$ cat src/rtl/autolock_pkg.sv
`timescale 1ns/1ps
package autolock_pkg;
  localparam int unsigned DEF_DATA_W    = 14;
  localparam int unsigned DEF_MAX_DELAY = 32;
  localparam int unsigned DEF_N_STEP    = 4;
  localparam int unsigned DEF_GAP_W     = 12;

  function automatic int unsigned clog2_min1(input int unsigned v);
    return (v > 1) ? $clog2(v) : 1;
  endfunction
endpackage

$ cat src/rtl/sumdiff_window.sv
`timescale 1ns/1ps
module sumdiff_window #(
  parameter int unsigned DATA_W    = 14,
  parameter int unsigned MAX_DELAY = 32,
  parameter int unsigned TS_W      = 6,
  parameter int unsigned DIFF_W    = 20
) (
  input  logic                     clk_i,
  input  logic                     rst_ni,
  input  logic                     clear_i,
  input  logic                     sample_i,
  input  logic signed [DATA_W-1:0] data_i,
  input  logic [TS_W-1:0]          delay_i,
  output logic signed [DIFF_W-1:0] diff_now_o,
  output logic signed [DIFF_W-1:0] diff_q_o
);
  localparam int unsigned TAP_W = autolock_pkg::clog2_min1(MAX_DELAY);

  logic signed [DATA_W-1:0] line_q [MAX_DELAY];
  logic signed [DIFF_W-1:0] acc_q, new_ext, old_ext;
  logic signed [DATA_W-1:0] old_s;
  logic [TS_W-1:0]          d_eff;
  logic [TAP_W-1:0]         tap;

  always_comb begin
    d_eff = (delay_i > TS_W'(MAX_DELAY)) ? TS_W'(MAX_DELAY) : delay_i;
    tap   = TAP_W'(d_eff - TS_W'(1));
    // zero-length window: the leaving sample is the entering one
    old_s = (d_eff == '0) ? data_i : line_q[tap];
    new_ext = DIFF_W'(data_i);
    old_ext = DIFF_W'(old_s);
    diff_now_o = acc_q + new_ext - old_ext;
  end

  always_ff @(posedge clk_i or negedge rst_ni) begin
    if (!rst_ni) begin
      acc_q <= '0;
    end else if (clear_i) begin
      acc_q <= '0;
    end else if (sample_i) begin
      acc_q <= diff_now_o;
    end
  end

  generate
    for (genvar g = 0; g < MAX_DELAY; g++) begin : g_line
      always_ff @(posedge clk_i or negedge rst_ni) begin
        if (!rst_ni) begin
          line_q[g] <= '0;
        end else if (clear_i) begin
          line_q[g] <= '0;
        end else if (sample_i) begin
          if (g == 0) line_q[g] <= data_i;
          else        line_q[g] <= line_q[(g > 0) ? g - 1 : 0];
        end
      end
    end
  endgenerate

  assign diff_q_o = acc_q;
endmodule

$ cat src/rtl/instr_sequencer.sv
`timescale 1ns/1ps
module instr_sequencer #(
  parameter int unsigned N_STEP = 4,
  parameter int unsigned DIFF_W = 20,
  parameter int unsigned GAP_W  = 12,
  parameter int unsigned CNT_W  = 3
) (
  input  logic                       clk_i,
  input  logic                       rst_ni,
  input  logic                       restart_i,
  input  logic                       enable_i,
  input  logic                       step_i,
  input  logic signed [DIFF_W-1:0]   diff_i,
  input  logic [CNT_W-1:0]           n_steps_i,
  input  logic [N_STEP*DIFF_W-1:0]   level_i,
  input  logic [N_STEP*GAP_W-1:0]    gap_i,
  input  logic [GAP_W-1:0]           settle_i,
  output logic [CNT_W-1:0]           idx_o,
  output logic                       lock_o
);
  localparam int unsigned SEL_W = autolock_pkg::clog2_min1(N_STEP);
  localparam int unsigned N_PAD = 1 << SEL_W;

  logic signed [DIFF_W-1:0] level_arr [N_PAD];
  logic [GAP_W-1:0]         gap_arr   [N_PAD];

  generate
    for (genvar g = 0; g < N_PAD; g++) begin : g_unpack
      if (g < N_STEP) begin : g_used
        assign level_arr[g] = level_i[g*DIFF_W +: DIFF_W];
        assign gap_arr[g]   = gap_i[g*GAP_W +: GAP_W];
      end else begin : g_pad
        assign level_arr[g] = '0;
        assign gap_arr[g]   = '0;
      end
    end
  endgenerate

  logic [CNT_W-1:0]         idx_q, n_eff;
  logic [GAP_W-1:0]         cnt_q, cnt_inc;
  logic                     lock_q, all_met, gap_ok, crossed;
  logic signed [DIFF_W-1:0] cur_lvl;
  logic [GAP_W-1:0]         cur_gap;

  always_comb begin
    n_eff   = (n_steps_i > CNT_W'(N_STEP)) ? CNT_W'(N_STEP) : n_steps_i;
    all_met = (idx_q >= n_eff);
    cur_lvl = level_arr[idx_q[SEL_W-1:0]];
    cur_gap = gap_arr[idx_q[SEL_W-1:0]];
    gap_ok  = (cnt_q >= cur_gap);
    crossed = cur_lvl[DIFF_W-1] ? (diff_i < cur_lvl) : (diff_i > cur_lvl);
    cnt_inc = (cnt_q == '1) ? cnt_q : cnt_q + GAP_W'(1);
  end

  always_ff @(posedge clk_i or negedge rst_ni) begin
    if (!rst_ni) begin
      idx_q  <= '0;
      cnt_q  <= '0;
      lock_q <= 1'b0;
    end else if (restart_i) begin
      idx_q  <= '0;
      cnt_q  <= '0;
      lock_q <= 1'b0;
    end else if (!enable_i) begin
      lock_q <= 1'b0;
    end else if (step_i && !lock_q) begin
      if (!all_met) begin
        if (gap_ok && crossed) begin
          idx_q <= idx_q + CNT_W'(1);
          cnt_q <= '0;
        end else begin
          cnt_q <= cnt_inc;
        end
      end else if (cnt_q >= settle_i) begin
        lock_q <= 1'b1;
      end else begin
        cnt_q <= cnt_inc;
      end
    end
  end

  assign idx_o  = idx_q;
  assign lock_o = lock_q;
endmodule

$ cat src/rtl/autolock_seq.sv
`timescale 1ns/1ps
module autolock_seq #(
  parameter int unsigned DATA_W    = autolock_pkg::DEF_DATA_W,
  parameter int unsigned MAX_DELAY = autolock_pkg::DEF_MAX_DELAY,
  parameter int unsigned N_STEP    = autolock_pkg::DEF_N_STEP,
  parameter int unsigned GAP_W     = autolock_pkg::DEF_GAP_W,
  localparam int unsigned TS_W     = $clog2(MAX_DELAY + 1),
  localparam int unsigned DIFF_W   = DATA_W + $clog2(MAX_DELAY) + 1,
  localparam int unsigned CNT_W    = $clog2(N_STEP + 1)
) (
  input  logic                       clk_i,
  input  logic                       rst_ni,
  input  logic signed [DATA_W-1:0]   data_i,
  input  logic                       sample_valid_i,
  input  logic                       lock_req_i,
  input  logic                       restart_i,
  input  logic                       rising_i,
  input  logic [TS_W-1:0]            delay_i,
  input  logic [CNT_W-1:0]           n_steps_i,
  input  logic [N_STEP*DIFF_W-1:0]   step_level_i,
  input  logic [N_STEP*GAP_W-1:0]    step_gap_i,
  input  logic [GAP_W-1:0]           settle_i,
  output logic signed [DIFF_W-1:0]   window_o,
  output logic [CNT_W-1:0]           step_idx_o,
  output logic                       engage_o
);
  logic                     restart;
  logic signed [DIFF_W-1:0] diff_now;

  assign restart = restart_i && lock_req_i;

  sumdiff_window #(
    .DATA_W(DATA_W), .MAX_DELAY(MAX_DELAY), .TS_W(TS_W), .DIFF_W(DIFF_W)
  ) u_win (
    .clk_i, .rst_ni,
    .clear_i   (restart),
    .sample_i  (sample_valid_i),
    .data_i,
    .delay_i,
    .diff_now_o(diff_now),
    .diff_q_o  (window_o)
  );

  instr_sequencer #(
    .N_STEP(N_STEP), .DIFF_W(DIFF_W), .GAP_W(GAP_W), .CNT_W(CNT_W)
  ) u_seq (
    .clk_i, .rst_ni,
    .restart_i(restart),
    .enable_i (lock_req_i),
    .step_i   (sample_valid_i && rising_i),
    .diff_i   (diff_now),
    .n_steps_i,
    .level_i  (step_level_i),
    .gap_i    (step_gap_i),
    .settle_i,
    .idx_o    (step_idx_o),
    .lock_o   (engage_o)
  );
endmodule

$ cat config.mk
export PLATFORM = sky130hd
export DESIGN_NAME = autolock_seq
export DESIGN_NICKNAME = d
export VERILOG_FILES = /design/src/rtl/autolock_pkg.sv /design/src/rtl/sumdiff_window.sv /design/src/rtl/instr_sequencer.sv /design/src/rtl/autolock_seq.sv
export SDC_FILE = /design/constraint.sdc
export NUM_CORES = 1
export LEC_CHECK = 0
export ABC_AREA = 1
export BUFFER_PORTS_ARGS = -buffer_cell sky130_fd_sc_hd__buf_2
export CAP_MARGIN = 30
export CORE_UTILIZATION = 25
export DETAILED_ROUTE_END_ITERATION = 10
export PLACE_DENSITY = 0.41
export SLEW_MARGIN = 20
export SYNTH_ARGS = -nofsm -noshare
export SYNTH_HDL_FRONTEND = slang
export SYNTH_SLANG_ARGS = --single-unit
$ cat constraint.sdc
create_clock -name clk_i -period 14 [get_ports clk_i]
set_clock_uncertainty 0.2 [all_clocks]
set_input_delay 0.7 -clock clk_i [delete_from_list [all_inputs] [get_ports clk_i]]
set_output_delay 0.7 -clock clk_i [all_outputs]
set_load 0.005 [all_outputs]
# Word level (Yosys, flattened, before mapping)
# Index checks and enable logic that the tools add are counted.
[totals]
n_memories = 0
latchBits = 0
rom_bits = 0
ramBits = 0
regBits = 484
elab_cells = 167
[op_classes]
n_bitwise = 2
shift = 0
n_reduce_logical = 13
add_sub_neg = 5
div_mod_pow = 0
n_mux = 96
n_eq_ne = 6
n_lt_le_gt_ge = 9
multipliers = 0
[ops]
columns = ["operator", "n"]
rows = [
  ["$mux 14", 67],
  ["$mux 12", 9],
  ["$mux 20", 4],
  ["$bmux 14 s5", 1],
  ["$bmux 20 s2", 1],
  ["$bmux 12 s2", 1],
  ["$ge 12x12->1", 2],
  ["$add 20x14->20", 1],
  ["$gt 20x20->1", 1],
  ["$lt 20x20->1", 1],
  ["$sub 20x14->20", 1],
  ["$mux 3", 6],
  ["$add 12x1->12 const B", 1],
  ["$eq 12x12->1 const B", 1],
  ["$ne 3x1->1 const B", 3],
  ["$reduce_bool 2->1", 4],
  ["$ge 6x6->1 const B", 1],
  ["$gt 6x6->1 const B", 1],
  ["$logic_not 6->1", 1],
  ["$mux 1", 6],
  ["$mux 6", 1],
  ["$not 5->6", 1],
  ["$reduce_and 3->1", 2],
  ["$sub 5x1->5 const B", 1],
  ["other kinds (10)", 13],
]

# Longest topological paths before layout
# Gate-level depths: netlist of the first run.
[depth]
word_depth = 17
mapped_depth = 47
mapped_depth_nobuf = 41

# Hierarchy
# Synthesis of the first run repeated with hierarchy kept, for this count alone.
[unflattened]
hier_cells = 3467
hier_area_um2 = 26824.5
[by_module_without_submodules]
columns = ["module", "n_inst", "area_each_um2", "cells_each"]
rows = [
  ["sumdiff_window", 1, 23621.4, 2969],
  ["instr_sequencer", 1, 3188.1, 494],
  ["autolock_seq", 1, 15.0, 4],
]

# Worst setup path before layout of the first run
# OpenSTA, ideal clock, no wires.
[synth_timing]
path_type = "input port to flip-flop"
start = "input delay_i[2]"
end = "register u_seq.idx_q[0] (netlist: u_seq.idx_o[0])"
cell_stages = 44
setup_slack_ns = 7.483
t_required_ns = 13.683
t_arrival_ns = 6.200
setup_ns = 0.117
n_path_buf = 6
path_cell_list = "nor2_1 -> nand3_2 -> nand2_4 -> nand2_4 -> buf_6 -> buf_6 -> buf_6 -> ha_1 -> buf_2 -> inv_2 -> clkbuf_1 -> buf_2 -> nand3_1 -> nand3_1 -> nand3_1 -> nand3_1 -> nand3_1 -> nand2_1 -> [8 not listed] -> nand2_1 -> a21oi_1 -> nand2_1 -> and2_1 -> ha_1 -> nand2_1 -> nor2_1 -> nand2_1 -> nor2_1 -> nand2_1 -> nand3_1 -> nand2_1 -> nand3_1 -> nand4_1 -> nand2_2 -> nand2_2 -> nand2_1 -> nand2_1"
[synth_via]
elab_chain_len = 14
[synth_rtl]
columns = ["item", "line", "rtl"]
rows = [
  ["start: declaration", "autolock_seq.sv:18", "input logic [TS_W-1:0] delay_i,"],
  ["$gt 6x6->1", "sumdiff_window.sv:26", "d_eff = (delay_i > TS_W'(MAX_DELAY)) ? TS_W'(MAX_DELAY) : delay_i;"],
  ["$mux 6 (*)", "sumdiff_window.sv:26", ""],
  ["$sub 5x1->5", "sumdiff_window.sv:27", "tap = TAP_W'(d_eff - TS_W'(1));"],
  ["$not 5->6 (implied by the code)", "sumdiff_window.sv:29", "old_s = (d_eff == '0) ? data_i : line_q[tap];"],
  ["$bmux 14 s5", "sumdiff_window.sv:29", ""],
  ["$mux 14 (implied by the code) (2 in series)", "sumdiff_window.sv:29", ""],
  ["$mux 14 (*)", "sumdiff_window.sv:29", ""],
  ["$sub 20x14->20 (*)", "sumdiff_window.sv:32", "diff_now_o = acc_q + new_ext - old_ext;"],
  ["$gt 20x20->1 or $lt 20x20->1 (tied branches)", "instr_sequencer.sv:51", "crossed = cur_lvl[DIFF_W-1] ? (diff_i < cur_lvl) : (diff_i > cur_lvl);"],
  ["$mux 1 (*)", "instr_sequencer.sv:51", ""],
  ["$logic_and 1x1->1 (*)", "instr_sequencer.sv:68", "if (gap_ok && crossed) begin"],
  ["$reduce_bool 2->1 (no source line) (*)", "--", ""],
  ["$reduce_and 4->1 (no source line) (*)", "--", ""],
  ["end signal: assignment", "instr_sequencer.sv:69", "idx_q <= idx_q + CNT_W'(1);"],
  ["end: declaration", "instr_sequencer.sv:39", "logic [CNT_W-1:0] idx_q, n_eff;"],
]
# Every way passes the cells marked *; elsewhere a longest branch is shown, timed or not. The select of a mux whose other input is x is not followed.
# A chain may end at the register's enable or synchronous reset.

# Worst setup path in the final report of the first run
[layout_timing]
start = "input delay_i[0]"
end = "register u_seq.idx_q[0] (netlist: u_seq.idx_o[0])"
# The elaborated chain is that of the path after synthesis.

==> flow_metrics.py, run 1 <==
metrics = {
    "outcome": {
        "status": "finished clean",
    },
    "placement": {
        "dp_cells": 4396,
        "dp_slack_ns": 4.97,
        "portBuffers": 192,
        "gp_routability_congestion": 0.818,
        "place_area_um2": 27400,
        "dp_hpwl_mm": 47.8,
    },
    "synthesis": {
        "syn-cell-area_um2": 25400,
        "synth-simple-area-share_pct": 11.6,
        "synth_seq_area_share_pct": 47.6,
        "synth_area_leaders": "dfrtp_1 48%, o22ai_1 11%, inv_1 8.1%, nand2_1 5.2%, nand3_1 4.9%",
        "synth_top_family_by_area": "compound AO/OA/AOI/OAI gates",
        "netlist_instances": 3033,
        "syn_avg_cell_area_um2": 8.38,
        "netlist.area_leader.share_pct": 47.6,
        "yosys.area_share.xor_xnor_pct": 0.684,
        "synth.ff_latch_count": 484,
        "synth-compound-area-share_pct": 23.0,
        "postSynth.asyncResetShare_pct": 100,
        "synth_edf_count": 0,
        "synth.yosys.warnings": 0,
        "synth_ff_type": "dfrtp_1",
        "synthMuxAreaShare_pct": 0,
        "synthAdderAreaFrac_pct": 4.99,
        "synth_top_area_cell": "dfrtp_1",
        "yosysUniqueCellTypes": 45,
        "postSynthNetCount": 3292,
    },
    "drt": {
        "initialDrtViolationCount": 1393,
        "firstDrtPassIters": 5,
        "drc_errors": 0,
        "post_drt_wl_per_cell_um": 17.4,
        "routed_wl_mm": 78.5,
        "vias_per_cell": 4.72,
        "antenna_left": 0,
        "vias": 21289,
    },
    "worst_setup_path": {
        "slowest_stage": "buf_4",
        "end_kind": "register",
        "reg2regPathDepth": 31,
        "critPathMaxStageDelay_ns": 0.90,
        "rrSetupSlack_ns": 8.27,
        "required_ns": 14.31,
        "startpoint_type": "primary input",
        "crit_family": "simple AND/OR/NAND/NOR gates",
        "r2r-start": "u_win.line_q[41]",
        "r2r_end": "u_seq.idx_o[0]",
        "worstPathArrival_ns": 8.54,
        "cp_max_fo": 148,
        "path_class": "primary input to register",
        "crit_buf_inv": 3,
        "cpMostUsedCell": "nand2_1",
    },
    "clock_tree": {
        "numCtsBuffers": 57,
        "htree_levels": 2,
        "postCtsSetupBuffers": 0,
        "holdBufCountCts": 1,
        "clk_latency_ns": 0.63,
        "cts.sinks": 484,
        "root_buffer": "clkbuf_16",
        "postCtsResizedCells": 0,
        "clk_pin_slew_ns": 0.06,
        "clockBufferDepth": 3,
        "cts_tree": "built",
    },
    "timing": {
        "finalHoldViolCount": 0,
        "tightest_slew_ns": 1.01,
        "fmax_ghz": 0.122,
        "rsz0062_at_grt": "false",
        "fin_ws_ns": 5.77,
        "slew_viol_final": 0,
        "layout_min_cycle_time_ns": 8.23,
        "tns_ns": 0,
        "slew_headroom_pct": 32.5,
        "setup_viol": 0,
        "final.period_utilization_pct": 58.8,
    },
    "grt": {
        "grtUsageTotal_pct": 15.0,
        "grt_overflow_total": 0,
        "grt_use_met3_pct": 2.20,
        "grt_util_met1_pct": 20.5,
        "grt_first_pass_wirelength_mm": 124,
        "antenna_found_initial": 1,
        "grt_max_degree": 165,
        "grt_pass1_vias": 21289,
        "met2_usage_pct": 25.3,
        "top_usage_layer": "met2",
    },
    "die": {
        "fp.dieH_um": 321,
        "die_width_um": 321,
        "num_rows": 116,
        "core_um2": 100000,
        "dieArea_um2": 103000,
        "ioPinCount": 193,
        "initial_core_util_pct": 25.3,
    },
    "pwr": {
        "p_sw_uw": 1810,
        "p_sw_share_pct": 38.4,
        "powerDensity_nw_per_um2": 161,
        "vdd.ir_drop.worst_mv": 0.0959,
        "power_frac_seq_pct": 32.0,
        "intPower_uw": 2920,
        "leakagePower_uw": 0.0130,
        "clkPwrFrac_pct": 30.5,
        "pwr-share-comb_pct": 37.5,
    },
    "final_layout": {
        "layout-drive-gt1-share_pct": 10.8,
        "final_cell_mix": "545 x inv_1, 483 x dfrtp_1, 430 x o22ai_1",
        "syn2layout_area_growth_pct": 15.6,
        "fin_cells": 4509,
        "final_area_um2": 29400,
        "layout_commonest_cell": "inv_1",
        "fill_cells": 10884,
        "final-seq-area_um2": 12100,
        "multi_input_area_um2": 10300,
        "nNetsFinal": 3365,
        "final_util_pct": 29.3,
    },
    "min_path": {
        "hold_start": "restart_i",
        "whs_path_depth": 2,
        "hold_class": "primary input to register",
        "min_to": "u_seq.lock_o",
    },
    "job": {
        "drv_cap": 0,
    },
}
[kinds of logic after synthesis]
family / after synthesis
flip-flops: 484
XOR/XNOR: 19
AND/OR/NAND/NOR: 676
AO/OA/AOI/OAI: 993
buffers and inverters: 771
adder cells (fa/ha/maj): 90
[flip-flops by register name, indices dropped and copies added, names as in the netlist]
signal          flops
u_seq.cnt_q        12
u_win.line_q      448
u_seq.lock_o        1
u_seq.idx_o         3
u_win.diff_q_o     20
[worst max-delay path by stage]
stage | startpoint | to | slack [ns] | depth (start not counted)
4_1_cts | delay_i[0] | u_seq.idx_o[0] | 5.63 | 39
3_5_place_dp | delay_i[0] | u_seq.idx_o[0] | 4.97 | 39
2_1_floorplan | delay_i[2] | u_seq.idx_o[0] | 7.48 | 44
3_3_place_gp | delay_i[0] | u_seq.idx_o[0] | 4.93 | 38
6_report | delay_i[0] | u_seq.idx_o[0] | 5.77 | 39
5_1_grt | delay_i[0] | u_seq.idx_o[1] | 5.04 | 38
[layout make-up]
cell class / instances / share of cell area [%]
repair buffers: 231 / 4.81
well taps: 1357 / 5.78
clock buffers: 92 / 5.82
flip-flops and latches: 484 / 41.2
clock inverters: 12 / 0.294
diodes: 1 / 0.00851
multi-input cells: 1778 / 34.9
inverters: 554 / 7.13
[metrics by stage]
step	power (uW)	hold WS [ns]
6_report	4730	0.0651
5_1_grt	5090	0.0457
4_1_cts	4800	0.0268
3_5_place_dp	3330	0.274
3_3_place_gp	3330	0.268
2_1_floorplan	2750	0.204
[synthesized netlist by cell type (2+ instances only)]
library cell	n
xor2_1	11
buf_6	11
dfrtp_1	484
nand3b_1	2
clkbuf_1	116
o21bai_1	3
buf_2	52
xnor2_1	7
o21ai_1	23
a21o_1	3
clkbuf_4	2
buf_1	28
nand2_2	2
inv_2	8
nand2_4	2
ha_1	71
nand4_1	12
a21oi_2	2
and2_1	5
nand3_1	249
nor3_1	6
nor2_1	43
o211ai_1	35
o22ai_1	430
a21oi_1	234
a22o_1	10
o31ai_1	2
a32o_1	30
buf_4	8
nand2_1	350
a211oi_1	2
fa_1	19
o21ai_2	3
o21ai_0	210
a31oi_1	2
inv_1	546
o2111ai_1	2
[metal layers]
layer / vias to the layer above / routed length (um)
met5: - / 0
met4: 0 / 1410
met3: 87 / 3320
met2: 418 / 36400
met1: 10257 / 37400
li1: 10527 / -
[worst register-to-register path: cells and delay by family (launching register included)]
kind,cells,cell delay (ns)
simple gates,21,2.93
fa+ha+maj,3,1.23
compound gates,3,0.49
flops,1,0.35
xor+xnor,1,0.23
buf+inv,3,0.17
[power groups by stage]
stage               clock, uW  sequential [uW]  combinational, uW
floorplan                   0             1520               1230
global placement            0             1540               1790
detailed placement          0             1540               1790
CTS                      1490             1520               1790
global route             1540             1520               2030
finish                   1440             1510               1770
No activity file was read; power rests on OpenSTA's default activity.
==> run 2: changes to the inputs <==
PLACE_DENSITY = 0.42   (was 0.41)
clock period = 7.2 ns   (was 14 ns; I/O delays follow)
==> flow_metrics.py, run 2 (synthesis gave the netlist of run 1 again) <==
metrics = {
    "outcome": {
        "status": "finished clean",
    },
    "worst_setup_path": {
        "cp_max_fo": 51,
        "cpMostUsedCell": "nand2_1",
        "end_kind": "register",
        "crit_buf_inv": 5,
        "critPathMaxStageDelay_ns": 0.40,
        "crit_family": "simple AND/OR/NAND/NOR gates",
        "required_ns": 7.50,
        "startpoint_type": "primary input",
        "slowest_stage": "fa_1",
        "worstPathArrival_ns": 6.52,
        "path_class": "primary input to register",
    },
    "clock_tree": {
        "clk_latency_ns": 0.63,
        "htree_levels": 2,
        "cts.sinks": 484,
        "numCtsBuffers": 56,
        "root_buffer": "clkbuf_16",
        "clockBufferDepth": 3,
        "clk_pin_slew_ns": 0.06,
        "postCtsResizedCells": 0,
        "postCtsSetupBuffers": 0,
        "cts_tree": "built",
    },
    "final_layout": {
        "top_register": "u_win.line_q",
        "layout-drive-gt1-share_pct": 11.5,
        "syn2layout_area_growth_pct": 17.8,
        "antennaDiodeCount": 0,
        "largest_reg_flops": 448,
        "layout_commonest_cell": "inv_1",
        "nNetsFinal": 3389,
        "fin_cells": 4535,
        "final_cell_mix": "545 x inv_1, 483 x dfrtp_1, 430 x o22ai_1",
    },
    "grt": {
        "grtUsageTotal_pct": 15.1,
        "grt_overflow_total": 0,
        "grt_pass1_vias": 21038,
        "antenna_found_initial": 5,
        "grt_first_pass_wirelength_mm": 125,
        "grt_max_degree": 262,
    },
    "die": {
        "core_um2": 100000,
        "num_rows": 116,
        "ioPinCount": 193,
        "initial_core_util_pct": 25.3,
        "dieArea_um2": 103000,
        "fp.dieH_um": 321,
        "die_width_um": 321,
    },
    "timing": {
        "hold_ws_ns": 0.142,
        "setup_viol": 0,
        "layout_min_cycle_time_ns": 6.22,
        "tns_ns": 0,
        "fmax_ghz": 0.161,
        "finalHoldViolCount": 0,
        "final.period_utilization_pct": 86.4,
        "slew_viol_final": 0,
        "slew_headroom_pct": 30.1,
        "fin_ws_ns": 0.976,
        "tightest_slew_ns": 1.05,
        "rsz0062_at_grt": "false",
    },
    "placement": {
        "portBuffers": 192,
        "dp_hpwl_mm": 49.4,
        "dp_cells": 4411,
        "gp_routability_congestion": 0.805,
        "dp_slack_ns": 0.417,
    },
    "drt": {
        "vias": 21503,
        "post_drt_wl_per_cell_um": 17.5,
        "vias_per_cell": 4.74,
        "drc_errors": 0,
        "firstDrtPassIters": 5,
        "initialDrtViolationCount": 1560,
        "routed_wl_mm": 79.2,
        "antenna_left": 0,
    },
    "job": {
        "drv_cap": 0,
    },
    "min_path": {
        "hold_class": "primary input to async pin",
    },
    "pwr": {
        "powerDensity_nw_per_um2": 321,
        "vdd.ir_drop.worst_mv": 0.188,
        "leakagePower_uw": 0.0133,
        "total_power_uw": 9610,
    },
}
-- run 2: cell types whose count changed in the layout (fill, tap and decap cells not counted) --
cell,change
dlygate4sd3_1,+16
clkbuf_1,-14
bufinv_16,+8
clkbuf_8,+8
buf_12,+5
buf_4,+4
clkbuf_16,-2
clkinv_8,+2
clkinvlp_4,+1
diode_2,-1
inv_16,-1
-- run 2: power breakdown --
group          switching, uW  leakage, uW  internal, uW
registers                119      0.00669          2830
clock network           1220      0.00102          1930
logic                   2240      0.00556          1270
total                   3590       0.0133          6030
-- run 2: path summary, 6_finish.rpt --
kind | to | from | slack, ns | cells past startpoint
max in group asynchronous | u_win.line_q[335] | rst_ni | 5.23 | 3
max | u_seq.cnt_q[4] | delay_i[2] | 0.98 | 41
max reg2reg | u_seq.cnt_q[4] | u_win.line_q[97] | 1.62 | 32
min | u_win.line_q[201] | rst_ni | 0.14 | 2
min in group clk_i | u_win.line_q[440] | sample_valid_i | 0.24 | 6
min reg2reg | u_win.line_q[8] | u_win.line_q[8] | 0.29 | 2
-- run 2: layer usage --
metal	up-vias	GRT usage [%]	part of all wire [%]
met4	4	4.13	2.4
li1	10574	-	-
met1	10364	21.6	48
met5	-	0	0.028
met3	110	2.26	4.4
met2	451	23.6	45
-- run 2: layout make-up --
class | instances | area [um^2]
flip-flops and latches | 484 | 12100
clock inverters | 22 | 347
well taps | 1357 | 1700
inverters | 554 | 2100
clock buffers | 84 | 1720
fillers | 10764 | 70500
repair buffers | 256 | 1700
multi-input cells | 1778 | 10300
-- run 2: metrics by stage --
stage / utilization [%] / area (um^2)
finish: 29.8 / 29900
global route: 29.8 / 29900
CTS: 29.8 / 29900
detailed placement: 27.6 / 27700
global placement: 27.5 / 27600
floorplan: - / 25400
-- run 2: timing repair --
item,4_1_cts,5_1_grt
hold buffers,17,0
setup endpoints to repair,0,0
hold endpoints to repair,101,0
-- run 2: worst reg2reg max path: cells and delay by family, from the launching register on --
family / cells / cell delay [ns]
AO/OA/AOI/OAI: 6 / 0.85
adder cells (fa/ha/maj): 3 / 1.25
buffers and inverters: 2 / 0.14
flip-flops: 1 / 0.36
AND/OR/NAND/NOR: 21 / 2.68
